===== config.mk =====
export PLATFORM = sky130hd
export DESIGN_NAME = qdac_serial_if
export DESIGN_NICKNAME = d
export VERILOG_FILES = /design/src/rtl/qdac_pkg.sv /design/src/rtl/qdac_rst_sync.sv /design/src/rtl/qdac_sync.sv /design/src/rtl/qdac_shifter.sv /design/src/rtl/qdac_bank.sv /design/src/rtl/qdac_serial_if.sv
export SDC_FILE = /design/constraint.sdc
export NUM_CORES = 1
export LEC_CHECK = 0
export ABC_AREA = 1
export BUFFER_PORTS_ARGS = -buffer_cell sky130_fd_sc_hd__buf_4
export CORE_MARGIN = 2
export CORE_UTILIZATION = 47
export DETAILED_ROUTE_END_ITERATION = 10
export PLACE_DENSITY_LB_ADDON = 0.2
export SYNTH_ARGS = -nofsm -noshare
export SYNTH_HDL_FRONTEND = slang
export SYNTH_SLANG_ARGS = --single-unit

===== constraint.sdc =====
create_clock -name clk -period 5.7 [get_ports clk]
set_input_delay 0 -clock clk [delete_from_list [all_inputs] [get_ports clk]]
set_output_delay 0 -clock clk [all_outputs]
set_load 0.01 [all_outputs]

===== src/rtl/qdac_pkg.sv =====
package qdac_pkg;

  // Default geometry of the serial word and the converter codes
  localparam int unsigned WORD_W_DEF   = 16;
  localparam int unsigned ADDR_W_DEF   = 2;
  localparam int unsigned CODE_W_DEF   = 12;
  localparam int unsigned SYNC_STG_DEF = 2;

  // Value forced into the DAC registers by a clear
  typedef enum logic {
    CLR_TO_ZERO = 1'b0,
    CLR_TO_MID  = 1'b1
  } clr_target_e;

endpackage


===== src/rtl/qdac_rst_sync.sv =====
module qdac_rst_sync #(
  parameter int unsigned STAGES = 2
) (
  input  logic clk,
  input  logic rst_n,
  output logic rst_sync_n
);

  logic [STAGES-1:0] chain_q;
  logic [STAGES-1:0] chain_d;

  always_comb begin
    chain_d = {chain_q[STAGES-2:0], 1'b1};
  end

  always_ff @(posedge clk or negedge rst_n) begin
    if (!rst_n) begin
      chain_q <= '0;
    end else begin
      chain_q <= chain_d;
    end
  end

  assign rst_sync_n = chain_q[STAGES-1];

endmodule


===== src/rtl/qdac_sync.sv =====
module qdac_sync #(
  parameter int unsigned WIDTH  = 1,
  parameter int unsigned STAGES = 2,
  parameter logic [WIDTH-1:0] RST_VAL = '0
) (
  input  logic             clk,
  input  logic             rst_n,
  input  logic [WIDTH-1:0] din,
  output logic [WIDTH-1:0] dout
);

  logic [WIDTH-1:0] stage_q [STAGES];

  for (genvar s = 0; s < STAGES; s++) begin : g_stage
    logic [WIDTH-1:0] stage_d;

    if (s == 0) begin : g_first
      always_comb stage_d = din;
    end else begin : g_next
      always_comb stage_d = stage_q[s-1];
    end

    always_ff @(posedge clk or negedge rst_n) begin
      if (!rst_n) begin
        stage_q[s] <= RST_VAL;
      end else begin
        stage_q[s] <= stage_d;
      end
    end
  end

  assign dout = stage_q[STAGES-1];

endmodule


===== src/rtl/qdac_shifter.sv =====
module qdac_shifter #(
  parameter int unsigned WORD_W = 16,
  parameter int unsigned ADDR_W = 2,
  parameter int unsigned CODE_W = 12
) (
  input  logic              clk,
  input  logic              rst_n,
  input  logic              sclk_s,
  input  logic              cs_n_s,
  input  logic              sdi_s,
  output logic              word_valid,
  output logic [ADDR_W-1:0] word_addr,
  output logic [CODE_W-1:0] word_code
);

  localparam int unsigned CNT_W = $clog2(WORD_W + 2);
  localparam logic [CNT_W-1:0] CNT_FULL = CNT_W'(WORD_W);
  localparam logic [CNT_W-1:0] CNT_OVER = CNT_W'(WORD_W + 1);

  logic              sclk_q, sclk_d;
  logic              cs_q, cs_d;
  logic [WORD_W-1:0] shreg_q, shreg_d;
  logic [CNT_W-1:0]  cnt_q, cnt_d;
  logic              valid_q, valid_d;
  logic [ADDR_W-1:0] addr_q, addr_d;
  logic [CODE_W-1:0] code_q, code_d;

  logic sclk_rise;
  logic cs_rise;
  logic shift_en;

  always_comb begin
    sclk_rise = sclk_s & ~sclk_q;
    cs_rise   = cs_n_s & ~cs_q;
    shift_en  = sclk_rise & ~cs_n_s;

    sclk_d = sclk_s;
    cs_d   = cs_n_s;

    shreg_d = shreg_q;
    if (shift_en) begin
      shreg_d = {shreg_q[WORD_W-2:0], sdi_s};
    end

    // Bit counter: cleared while deselected, saturates one past full
    cnt_d = cnt_q;
    if (cs_n_s) begin
      cnt_d = '0;
    end else if (shift_en && (cnt_q != CNT_OVER)) begin
      cnt_d = cnt_q + 1'b1;
    end

    // Commit only when the frame closes with the exact bit count
    valid_d = cs_rise && (cnt_q == CNT_FULL);

    addr_d = addr_q;
    code_d = code_q;
    if (valid_d) begin
      addr_d = shreg_q[WORD_W-1 -: ADDR_W];
      code_d = shreg_q[CODE_W-1:0];
    end
  end

  always_ff @(posedge clk or negedge rst_n) begin
    if (!rst_n) begin
      sclk_q  <= 1'b0;
      cs_q    <= 1'b1;
      shreg_q <= '0;
      cnt_q   <= '0;
      valid_q <= 1'b0;
      addr_q  <= '0;
      code_q  <= '0;
    end else begin
      sclk_q  <= sclk_d;
      cs_q    <= cs_d;
      shreg_q <= shreg_d;
      cnt_q   <= cnt_d;
      valid_q <= valid_d;
      addr_q  <= addr_d;
      code_q  <= code_d;
    end
  end

  assign word_valid = valid_q;
  assign word_addr  = addr_q;
  assign word_code  = code_q;

endmodule


===== src/rtl/qdac_bank.sv =====
module qdac_bank
  import qdac_pkg::*;
#(
  parameter int unsigned ADDR_W = 2,
  parameter int unsigned CODE_W = 12,
  localparam int unsigned NUM_CH = 2 ** ADDR_W
) (
  input  logic                     clk,
  input  logic                     rst_n,
  input  logic                     word_valid,
  input  logic [ADDR_W-1:0]        word_addr,
  input  logic [CODE_W-1:0]        word_code,
  input  logic                     load_act,
  input  logic                     clr_act,
  input  logic                     clr_sel,
  output logic [NUM_CH*CODE_W-1:0] in_flat,
  output logic [NUM_CH*CODE_W-1:0] dac_flat
);

  localparam logic [CODE_W-1:0] MID_CODE = CODE_W'(1) << (CODE_W - 1);

  logic [CODE_W-1:0] clr_val;

  always_comb begin
    unique case (clr_target_e'(clr_sel))
      CLR_TO_MID:  clr_val = MID_CODE;
      default:     clr_val = '0;
    endcase
  end

  for (genvar ch = 0; ch < NUM_CH; ch++) begin : g_chan
    logic              in_en;
    logic [CODE_W-1:0] in_q, in_d;
    logic              dac_en;
    logic [CODE_W-1:0] dac_q, dac_d;

    always_comb begin
      in_en  = word_valid && (word_addr == ADDR_W'(ch));
      in_d   = in_en ? word_code : in_q;
      // Clear has priority over the load strobe
      dac_en = clr_act | load_act;
      dac_d  = dac_q;
      if (dac_en) begin
        dac_d = clr_act ? clr_val : in_q;
      end
    end

    always_ff @(posedge clk or negedge rst_n) begin
      if (!rst_n) begin
        in_q  <= '0;
        dac_q <= '0;
      end else begin
        in_q  <= in_d;
        dac_q <= dac_d;
      end
    end

    assign in_flat[ch*CODE_W +: CODE_W]  = in_q;
    assign dac_flat[ch*CODE_W +: CODE_W] = dac_q;
  end

endmodule


===== src/rtl/qdac_serial_if.sv =====
module qdac_serial_if
  import qdac_pkg::*;
#(
  parameter int unsigned WORD_W      = WORD_W_DEF,
  parameter int unsigned ADDR_W      = ADDR_W_DEF,
  parameter int unsigned CODE_W      = CODE_W_DEF,
  parameter int unsigned SYNC_STAGES = SYNC_STG_DEF
) (
  input  logic                            clk,
  input  logic                            rst_n,
  input  logic                            sclk,
  input  logic                            cs_n,
  input  logic                            sdi,
  input  logic                            load_n,
  input  logic                            clr_n,
  input  logic                            clr_mid,
  output logic [(2**ADDR_W)*CODE_W-1:0]   dac_code
);

  localparam int unsigned NUM_CH = 2 ** ADDR_W;
  localparam int unsigned PIN_W  = 6;
  // Idle levels: {clr_mid, clr_n, load_n, sdi, cs_n, sclk}
  localparam logic [PIN_W-1:0] PIN_IDLE = 6'b011010;

  logic                     rst_sync_n;
  logic [PIN_W-1:0]         pins_raw;
  logic [PIN_W-1:0]         pins_s;
  logic                     sclk_s, cs_n_s, sdi_s, load_n_s, clr_n_s, clr_sel_s;
  logic                     load_act;
  logic                     clr_act;
  logic                     word_valid;
  logic [ADDR_W-1:0]        word_addr;
  logic [CODE_W-1:0]        word_code;
  logic [NUM_CH*CODE_W-1:0] in_flat;

  qdac_rst_sync #(
    .STAGES (SYNC_STAGES)
  ) u_rst_sync (
    .clk        (clk),
    .rst_n      (rst_n),
    .rst_sync_n (rst_sync_n)
  );

  assign pins_raw = {clr_mid, clr_n, load_n, sdi, cs_n, sclk};

  qdac_sync #(
    .WIDTH   (PIN_W),
    .STAGES  (SYNC_STAGES),
    .RST_VAL (PIN_IDLE)
  ) u_pin_sync (
    .clk   (clk),
    .rst_n (rst_sync_n),
    .din   (pins_raw),
    .dout  (pins_s)
  );

  always_comb begin
    sclk_s    = pins_s[0];
    cs_n_s    = pins_s[1];
    sdi_s     = pins_s[2];
    load_n_s  = pins_s[3];
    clr_n_s   = pins_s[4];
    clr_sel_s = pins_s[5];
    load_act  = ~load_n_s;
    clr_act   = ~clr_n_s;
  end

  qdac_shifter #(
    .WORD_W (WORD_W),
    .ADDR_W (ADDR_W),
    .CODE_W (CODE_W)
  ) u_shifter (
    .clk        (clk),
    .rst_n      (rst_sync_n),
    .sclk_s     (sclk_s),
    .cs_n_s     (cs_n_s),
    .sdi_s      (sdi_s),
    .word_valid (word_valid),
    .word_addr  (word_addr),
    .word_code  (word_code)
  );

  qdac_bank #(
    .ADDR_W (ADDR_W),
    .CODE_W (CODE_W)
  ) u_bank (
    .clk        (clk),
    .rst_n      (rst_sync_n),
    .word_valid (word_valid),
    .word_addr  (word_addr),
    .word_code  (word_code),
    .load_act   (load_act),
    .clr_act    (clr_act),
    .clr_sel    (clr_sel_s),
    .in_flat    (in_flat),
    .dac_flat   (dac_code)
  );

endmodule


==> results of run 1 <==
[cell families (layout without fill, tap and decap cells)]
logic type | count (synthesis) | in the layout | synth area share
DFF | 148 | 148 | 0.656
buffers and inverters | 70 | 134 | 0.0539
xor gates and xnor gates | 1 | 1 | 0.00155
and+or+nand+nor | 266 | 266 | 0.205
adders and majority gates | 3 | 3 | 0.00663
other | 1 | 1 | 0.000662
AOI/OAI and AO/OA | 77 | 77 | 0.0767
[metal layers]
metal / up-vias / part of all wire / GRT usage
met5: - / 0 / 0
met3: 19 / 0.038 / 0.0452
met4: 0 / 0.017 / 0.0780
met2: 70 / 0.48 / 0.292
li1: 1955 / - / -
met1: 1963 / 0.47 / 0.263
[synthesized netlist by cell type (2+ instances only)]
library cell and number:
inv_1 35, dfrtp_1 141, buf_2 19, nor2_1 5, nand2_2 3, nand3_1 110
buf_6 2, o21ai_0 63, clkbuf_1 9, ha_1 3, o21ai_2 13, dfstp_2 7
nand4_1 3, buf_1 3, nand2_1 143
[through the flow]
step	cell area, µm²	total power, µW
2_1_floorplan	5660	1170
3_3_place_gp	6120	1190
3_5_place_dp	6120	1190
4_1_cts	6790	2290
5_1_grt	6790	2350
6_report	6790	2270
[registers in the layout, indices dropped and copies added, names as in the netlist]
name / flops
u_shifter.word_code: 12
u_bank.g_chan.in_q: 48
u_shifter.cnt_q: 5
u_bank.g_chan.dac_q: 48
u_shifter.word_valid: 1
u_pin_sync.g_stage.stage_d: 6
u_shifter.word_addr: 2
u_shifter.shreg_q: 16
u_shifter.cs_q: 1
u_pin_sync.dout: 6
u_shifter.sclk_q: 1
u_rst_sync.chain_q: 2
[power groups by stage]
stage          logic, µW  clock network (µW)  registers [µW]
5_1_grt             88.0                1160            1100
4_1_cts             77.5                1120            1100
2_1_floorplan       47.4                   0            1120
3_5_place_dp        72.2                   0            1120
6_report            76.3                1100            1100
3_3_place_gp        70.3                   0            1120
[how the worst min path moves through the flow]
stage	end	cells past startpoint
floorplan	u_rst_sync.chain_q[0]$_DFF_PN0_	0
CTS	u_pin_sync.g_stage[1].stage_d[1]$_DFF_PN1_	2
finish	u_pin_sync.g_stage[1].stage_d[2]$_DFF_PN0_	2
global route	u_pin_sync.g_stage[1].stage_d[3]$_DFF_PN1_	2
detailed placement	u_rst_sync.chain_q[0]$_DFF_PN0_	1
global placement	u_rst_sync.chain_q[0]$_DFF_PN0_	1
[final cells by class]
cell class                 instances  area share
sequential                       148       0.547
timing repair buffer              67      0.0771
clock inverter                     4      0.0103
clock buffer                      27      0.0756
tap                              147      0.0271
multi-input combinational        348       0.242
inverter                          36      0.0203
==> flow_summary.json, run 1 <==
{
  "status": "finished, final reports clean",
  "cts_resized": 0,
  "ys_async_sr_fraction": 1.00,
  "synth_top_cell_area_share": 0.623,
  "tightestPinTransition_ns": 1.14,
  "clockBufferDepth": 2,
  "cts_tree": "yes",
  "utilization": 0.572,
  "drive_gt1_frac": 0.178,
  "vias_per_cell": 5.16,
  "cts_setup_buffers": 0,
  "dr.pass1.iters": 4,
  "cp-start-kind": "flop",
  "crit_end": "u_bank.g_chan[0].dac_q[11]$_DFFE_PN0P_",
  "ioPinCount": 56,
  "finalCritPeriodShare": 0.363,
  "regArea_um2": 3720,
  "setup_violations": 0,
  "finClkSkew_ns": 0.00935,
  "p_clk_frac": 0.483,
  "synth_edf_count": 0,
  "cts_hold_buf": 8,
  "fin_ws_ns": 3.63,
  "layout_common_cells": "nand2_1 (143), dfrtp_1 (140), nand3_1 (110), o21ai_0 (63), buf_4 (59)",
  "comb_power_share": 0.034,
  "cts_buffers": 17,
  "ys.flop_type": "dfrtp_1",
  "r2r-end": "u_bank.g_chan[0].dac_q[11]$_DFFE_PN0P_",
  "p_switching_uw": 475,
  "antenna_left": 0,
  "core_um2": 11900,
  "clock-sinks": 148,
  "worstSetupStartpoint": "u_pin_sync.dout[3]$_DFF_PN1_",
  "reg2reg_from": "u_pin_sync.dout[3]$_DFF_PN1_",
  "routed_wl_um": 11300,
  "power.density_nw_per_um2": 335,
  "fmax_mhz": 484,
  "crit_chain": "buf_4, inv_1, buf_4, nand3_1, nand3_1",
  "ys_seq_area_frac": 0.656,
  "synth_area_leaders": "dfrtp_1 (62%), nand3_1 (9.7%), nand2_1 (9.5%)",
  "pre_cts_ws_ns": 3.65,
  "fin_cells": 777,
  "min_from": "sdi",
  "layout_min_cycle_time_ns": 2.07,
  "critPathMaxStageDelay_ns": 0.51,
  "hp-class": "in2reg",
  "grt-ovfl-total": 0,
  "grtUsageTotal": 0.190,
  "maxCapViolCount": 0,
  "grt_pass1_vias": 3739,
  "rsz0062_at_grt": "false",
  "die_w_um": 114,
  "dieArea_um2": 12900,
  "syn_nets": 577,
  "via_count": 4007,
  "internal-power_uw": 1800,
  "seqPwrFrac": 0.484,
  "cts.htree.levels": 4,
  "final_hold_viol_count": 0,
  "ys_ff_latch": 148,
  "crit_slowest_cell": "dfstp_2",
  "drt_iter0_drc": 329,
  "final_common_cell": "nand2_1",
  "yosys_warnings": 0,
  "grt_pass1_wl_um": 18900,
  "ff2ff_setup_slack_ns": 3.63,
  "worstSetupEndpointType": "flop",
  "areaGrowthSynthToFinish_pct": 19.9,
  "ir_worst_vdd_uv": 207,
  "synth_largest_area_cell": "dfrtp_1",
  "synth_cells": 566,
  "drv_slew": 0,
  "dieHeight_um": 114,
  "cp_max_fo": 49,
  "fill_cells": 1033,
  "routabilityCongestion": 0.785,
  "grt_max_degree": 96,
  "critPathBufInv": 3,
  "route.detailed.drc": 0,
  "path_delay_family": "buffers and inverters",
  "cts_root_buffer": "clkbuf_16",
  "start_util": 0.477,
  "place_hpwl_um": 6930,
  "hold_ws_ns": 0.237,
  "placed_cells": 738,
  "required_ns": 5.99,
  "nets": 629,
  "criticalPathCategory": "reg2reg",
  "avgSynthCellArea_um2": 10.0,
  "clk_latency_ns": 0.42,
  "yosysUniqueCellTypes": 22,
  "cp.depth": 5,
  "switching_share": 0.209,
  "num_antenna_cells": 0,
  "p_leak_uw": 0.00339,
  "core.rowCount": 40,
  "routedWlPerCell_um": 14.5,
  "fin_tns_setup_ns": 0,
  "port_buffers": 55,
  "synth_area_um2": 5660,
  "crit_arrival_ns": 2.36,
  "r2r_cells": 5,
  "multi_input_area_um2": 1640,
  "clk_transition_reported_paths_ns": 0.06,
  "antenna_found_initial": 0,
  "maxSlewHeadroom": 0.243
}
(Power assumes the default switching activity.)
==> run 2: changes to the inputs <==
ABC_AREA = 0   (was 1)
clock period = 2.02 ns   (was 5.7 ns; I/O delays follow)
==> run 2 against run 1 <==
Clock skew fell by 0.0020 ns. Highest routed layer unchanged. Hold slack barely moved. Design area is 4.1% higher. Critical endpoint is now u_shifter.word_code[2]$_DFFE_PN0P_. Power rose to 2.8 times the previous value. Core utilization is 1.9 points higher. Largest cell class unchanged.
==> flow_summary.json, run 2 <==
{
  "synth_common_cells": "dfrtp_1 (141), mux2_2 (69), mux2i_1 (51)",
  "p_switching_uw": 1310,
  "ir_worst_vdd_uv": 496,
  "fmax_mhz": 613,
  "top_regs": "u_bank.g_chan.dac_q x48, u_bank.g_chan.in_q x48, u_shifter.shreg_q x16",
  "via_count": 3075,
  "synth_area_leaders": "dfrtp_1 (61%), mux2_2 (14%), mux2i_1 (8.9%)",
  "num_antenna_cells": 0,
  "cts.htree.levels": 4,
  "clk_transition_reported_paths_ns": 0.06,
  "routedWlPerCell_um": 15.8,
  "grtUsageTotal": 0.164,
  "p_leak_uw": 0.00360,
  "seqPwrFrac": 0.489,
  "final_common_cell": "dfrtp_1",
  "grt_max_degree": 43,
  "utilization": 0.591,
  "cp_max_fo": 15,
  "ys_seq_area_frac": 0.646,
  "synth_edf_count": 0,
  "critPathBufInv": 1,
  "clock-sinks": 148,
  "synth_area_um2": 5750,
  "switching_share": 0.203,
  "hold_path_depth": 2,
  "core.rowCount": 40,
  "areaGrowthSynthToFinish_pct": 22.9,
  "ys.flop_type": "dfrtp_1",
  "status": "finished, final reports clean",
  "dieHeight_um": 115,
  "core_um2": 12000,
  "grt_pass1_wl_um": 16100,
  "drt_iter0_drc": 116,
  "cts_buffers": 17,
  "clk_latency_ns": 0.41,
  "syn_nets": 382,
  "port_buffers": 55,
  "setup_violations": 0,
  "ys_async_sr_fraction": 1.00,
  "ff2ff_setup_slack_ns": 0.39,
  "maxCapViolCount": 0,
  "critPathMaxStageDelay_ns": 0.44,
  "ioPinCount": 56,
  "fin_tns_setup_ns": 0,
  "crit_arrival_ns": 1.93,
  "drive_gt1_frac": 0.409,
  "finalCritPeriodShare": 0.808,
  "rsz0062_at_grt": "false",
  "antenna_left": 0,
  "die_w_um": 115,
  "yosys_warnings": 0,
  "final_hold_viol_count": 0,
  "dr.pass1.iters": 4,
  "grt-ovfl-total": 0,
  "grt_pass1_vias": 3120,
  "drv_slew": 0,
  "place_hpwl_um": 6380,
  "vias_per_cell": 5.05,
  "p_clk_frac": 0.470,
  "clockBufferDepth": 2,
  "cp.depth": 5,
  "layout_common_cells": "dfrtp_1 (140), mux2_2 (69), buf_4 (66), mux2i_1 (51), nor2b_1 (45)",
  "antenna_found_initial": 0,
  "hp-class": "in2reg",
  "cts_tree": "yes",
  "synth_top_cell_area_share": 0.614,
  "route.detailed.drc": 0,
  "crit_slowest_cell": "dfrtp_1",
  "ys_ff_latch": 148,
  "r2r_cells": 5,
  "power.density_nw_per_um2": 914,
  "start_util": 0.481,
  "finClkSkew_ns": 0.00734,
  "cts_root_buffer": "clkbuf_16",
  "routabilityCongestion": 0.683,
  "cp-start-kind": "flop",
  "worstSetupEndpointType": "flop",
  "cts_resized": 0,
  "crit_chain": "inv_1, ha_1, and4bb_1, nand3_4, mux2_2",
  "avgSynthCellArea_um2": 15.5,
  "synth_cells": 371,
  "nets": 460,
  "yosysMostFrequentCell": "dfrtp_1",
  "criticalPathCategory": "reg2reg",
  "synth_largest_area_cell": "dfrtp_1",
  "dieArea_um2": 13100,
  "layout_min_cycle_time_ns": 1.63,
  "comb_power_share": 0.041,
  "routed_wl_um": 9630,
  "yosysUniqueCellTypes": 28,
  "path_delay_family": "simple AND/OR/NAND/NOR gates",
  "internal-power_uw": 5150,
  "required_ns": 2.32
}
[run 2: what timing repair did]
item | in CTS | in global routing
hold buffers | 8 | 0
endpoints found under the hold margin | 8 | 0
setup buffers | 0 | 0
[run 2: stage by stage]
step	setup slack (ns)	hold slack, ns	instance area (µm²)	power (µW)	std cells
after floorplan	0.474	-0.296	5750	3380	371
after global placement	0.432	-0.217	6390	3460	569
after detailed placement	0.389	-0.217	6390	3470	569
after CTS	0.380	0.212	7070	6540	609
after global routing	0.287	0.222	7070	6710	609
final	0.389	0.237	7070	6460	609
[run 2: kinds of logic (layout without fill, tap and decap cells)]
logic type | after synthesis | after routing | synth area share
multiplexers | 130 | 130 | 0.249
other | 1 | 1 | 0.000652
AND/OR/NAND/NOR | 61 | 61 | 0.0718
adder cells (fa/ha/maj) | 3 | 3 | 0.00653
flip-flops | 148 | 148 | 0.646
AO/OA/AOI/OAI | 6 | 6 | 0.00631
buffers and inverters | 22 | 113 | 0.0198
[run 2: power by group through the flow]
| stage | clock network (µW) | logic, µW | registers [µW] |
|---|---|---|---|
| 2_1_floorplan | 0 | 157 | 3220 |
| 5_1_grt | 3240 | 293 | 3180 |
| 3_3_place_gp | 0 | 249 | 3210 |
| 3_5_place_dp | 0 | 257 | 3220 |
| 6_report | 3040 | 264 | 3160 |
| 4_1_cts | 3100 | 271 | 3160 |
[run 2: area by class of cell]
type	count	area, µm²
Fill cell	925	4890
Sequential cell	148	3720
Multi-Input combinational cell	201	1920
Timing Repair Buffer	77	636
Clock buffer	30	584
Tap cell	147	184
Inverter	4	15.0
Clock inverter	2	10.0
[run 2: final timing paths]
path                                            startpoint                                    endpoint
min reg2reg                u_rst_sync.chain_q[1]$_DFF_PN0_      u_bank.g_chan[2].dac_q[11]$_DFFE_PN0P_
max                         u_shifter.cnt_q[0]$_DFFE_PN0P_          u_shifter.word_code[2]$_DFFE_PN0P_
min in group asynchronous  u_rst_sync.chain_q[1]$_DFF_PN0_      u_bank.g_chan[2].dac_q[11]$_DFFE_PN0P_
max in group asynchronous  u_rst_sync.chain_q[1]$_DFF_PN0_                    u_shifter.cs_q$_DFF_PN1_
min                                                   cs_n  u_pin_sync.g_stage[1].stage_d[1]$_DFF_PN1_
max reg2reg                 u_shifter.cnt_q[0]$_DFFE_PN0P_          u_shifter.word_code[2]$_DFFE_PN0P_
[run 2: routing by layer]
metal | GRT usage | part of all wire
met1 | 0.214 | 0.48
met2 | 0.254 | 0.47
met3 | 0.0482 | 0.035
met4 | 0.0756 | 0.015
met5 | 0 | 0
[run 2: worst register-to-register path, cell delays in order (launching register included)]
cell and delay (ns):
dfrtp_1 0.44, inv_1 0.07, ha_1 0.19, and4bb_1 0.21
nand3_4 0.24, mux2_2 0.37
==> run 3: changes to the inputs <==
ABC_AREA = 1   (was 0)
clock period = 1.6 ns   (was 2.02 ns; I/O delays follow)
==> run 3 against run 2 <==
Clock skew up 0.0020 ns. Routed wire length increased by 15%. Sequential power rose by 23%. Setup slack got worse by 0.19 ns. Via count is 31% higher. Critical endpoint is now u_shifter.word_code[11]$_DFFE_PN0P_.
==> flow_summary.json, run 3 (synthesized netlist as in run 1, its figures left out) <==
{
  "layout_common_cells": "nand2_1 (143), dfrtp_1 (140), nand3_1 (110), buf_4 (65), o21ai_0 (63)",
  "grtUsageTotal": 0.181,
  "grt_pass1_vias": 3768,
  "placed_cell_area_um2": 6270,
  "cp-start-kind": "flop",
  "final_common_cell": "nand2_1",
  "final_hold_viol_count": 0,
  "ioPinCount": 56,
  "utilization": 0.584,
  "routedWlPerCell_um": 14.0,
  "core_um2": 11900,
  "ir_worst_vdd_uv": 771,
  "routabilityCongestion": 0.751,
  "hp-class": "reg2async",
  "die_w_um": 114,
  "grt_pass1_wl_um": 18200,
  "layout_min_cycle_time_ns": 1.40,
  "grt_max_degree": 57,
  "clk_latency_ns": 0.42,
  "num_antenna_cells": 0,
  "fin_area_um2": 6930,
  "criticalPathCategory": "reg2reg",
  "dr.pass1.iters": 5,
  "rsz0062_at_grt": "false",
  "setup_violations": 0,
  "clk_transition_reported_paths_ns": 0.06,
  "crit_arrival_ns": 1.70,
  "cts_root_buffer": "clkbuf_16",
  "finalCritPeriodShare": 0.874,
  "drive_gt1_frac": 0.192,
  "start_util": 0.477,
  "core.rowCount": 40,
  "place_hpwl_um": 7130,
  "antenna_found_initial": 0,
  "top_regs": "u_bank.g_chan.dac_q x48, u_bank.g_chan.in_q x48, u_shifter.shreg_q x16",
  "dieHeight_um": 114,
  "grt-ovfl-total": 0,
  "dieArea_um2": 12900,
  "power.density_nw_per_um2": 1160,
  "fill_cells": 1037,
  "cts_buffers": 17,
  "required_ns": 1.90,
  "routed_wl_um": 11000,
  "via_count": 4016,
  "drt_iter0_drc": 445,
  "status": "finished, final reports clean",
  "cp_max_fo": 28,
  "finClkSkew_ns": 0.00933,
  "clock-sinks": 148,
  "maxCapViolCount": 0,
  "cts.htree.levels": 4,
  "p_leak_uw": 0.00346,
  "clockBufferDepth": 2,
  "fmax_mhz": 715,
  "port_buffers": 55,
  "antenna_left": 0,
  "worstSetupEndpointType": "flop",
  "cts_tree": "yes",
  "route.detailed.drc": 0,
  "cts_resized": 0,
  "vias_per_cell": 5.09,
  "fin_tns_setup_ns": 0,
  "nets": 640,
  "areaGrowthSynthToFinish_pct": 22.4,
  "drv_slew": 0
}
## run 3: power breakdown
| group | leakage (µW) | switching [µW] | internal (µW) |
|---|---|---|---|
| Clock | 0.000285 | 1390 | 2450 |
| Combinational | 0.00117 | 222 | 103 |
| Sequential | 0.00201 | 59.2 | 3840 |
| Total | 0.00346 | 1670 | 6390 |
## run 3: layout make-up
cell class                      count  area (µm²)  area share
Sequential cell                   148        3720       0.536
Multi-Input combinational cell    348        1640       0.237
Timing Repair Buffer               78         668      0.0964
Clock buffer                       27         503      0.0726
Tap cell                          147         184      0.0265
Inverter                           36         138      0.0199
Clock inverter                      5        75.1      0.0108
## run 3: worst max-delay path: stages, from the launching register on
cell     delay (ns)
dfrtp_1        0.44
inv_1          0.11
ha_1           0.14
inv_1          0.04
nor3_2         0.16
nand2_2        0.08
buf_12         0.17
nand2_1        0.08
o21ai_2        0.05
## run 3: per-layer routing
layer | vias to the layer above | track usage | part of all wire
li1 | 1975 | - | -
met1 | 1948 | 0.246 | 0.47
met2 | 84 | 0.284 | 0.47
met3 | 9 | 0.0553 | 0.051
met4 | 0 | 0.0569 | 0.011
met5 | - | 0 | 0
## run 3: what timing repair did
| item | CTS | global route |
|---|---|---|
| hold endpoints to repair | 8 | 0 |
| buffers inserted | 0 | 0 |
| hold buffers | 8 | 0 |
## run 3: worst paths after layout
path                                            startpoint                                         end  slack, ns  depth (start not counted)
max                         u_shifter.cnt_q[0]$_DFFE_PN0P_         u_shifter.word_code[11]$_DFFE_PN0P_       0.20                          8
min                        u_rst_sync.chain_q[1]$_DFF_PN0_       u_bank.g_chan[0].dac_q[5]$_DFFE_PN0P_       0.21                          0
max in group asynchronous  u_rst_sync.chain_q[1]$_DFF_PN0_                u_pin_sync.dout[1]$_DFF_PN1_       0.79                          1
min in group clk                                    load_n  u_pin_sync.g_stage[1].stage_d[3]$_DFF_PN1_       0.22                          2
max reg2reg                 u_shifter.cnt_q[0]$_DFFE_PN0P_         u_shifter.word_code[11]$_DFFE_PN0P_       0.20                          8
min reg2reg                u_rst_sync.chain_q[1]$_DFF_PN0_       u_bank.g_chan[0].dac_q[5]$_DFFE_PN0P_       0.21                          0
## run 3: through the flow
stage | setup WS (ns) | total power, µW | instances | hold WS (ns)
final | 0.201 | 8060 | 789 | 0.210
after global routing | 0.0890 | 8370 | 789 | 0.218
after CTS | 0.197 | 8140 | 789 | 0.216
after detailed placement | 0.208 | 4270 | 749 | -0.217
after global placement | 0.273 | 4260 | 749 | -0.218
after floorplan | 0.0539 | 4160 | 566 | -0.296
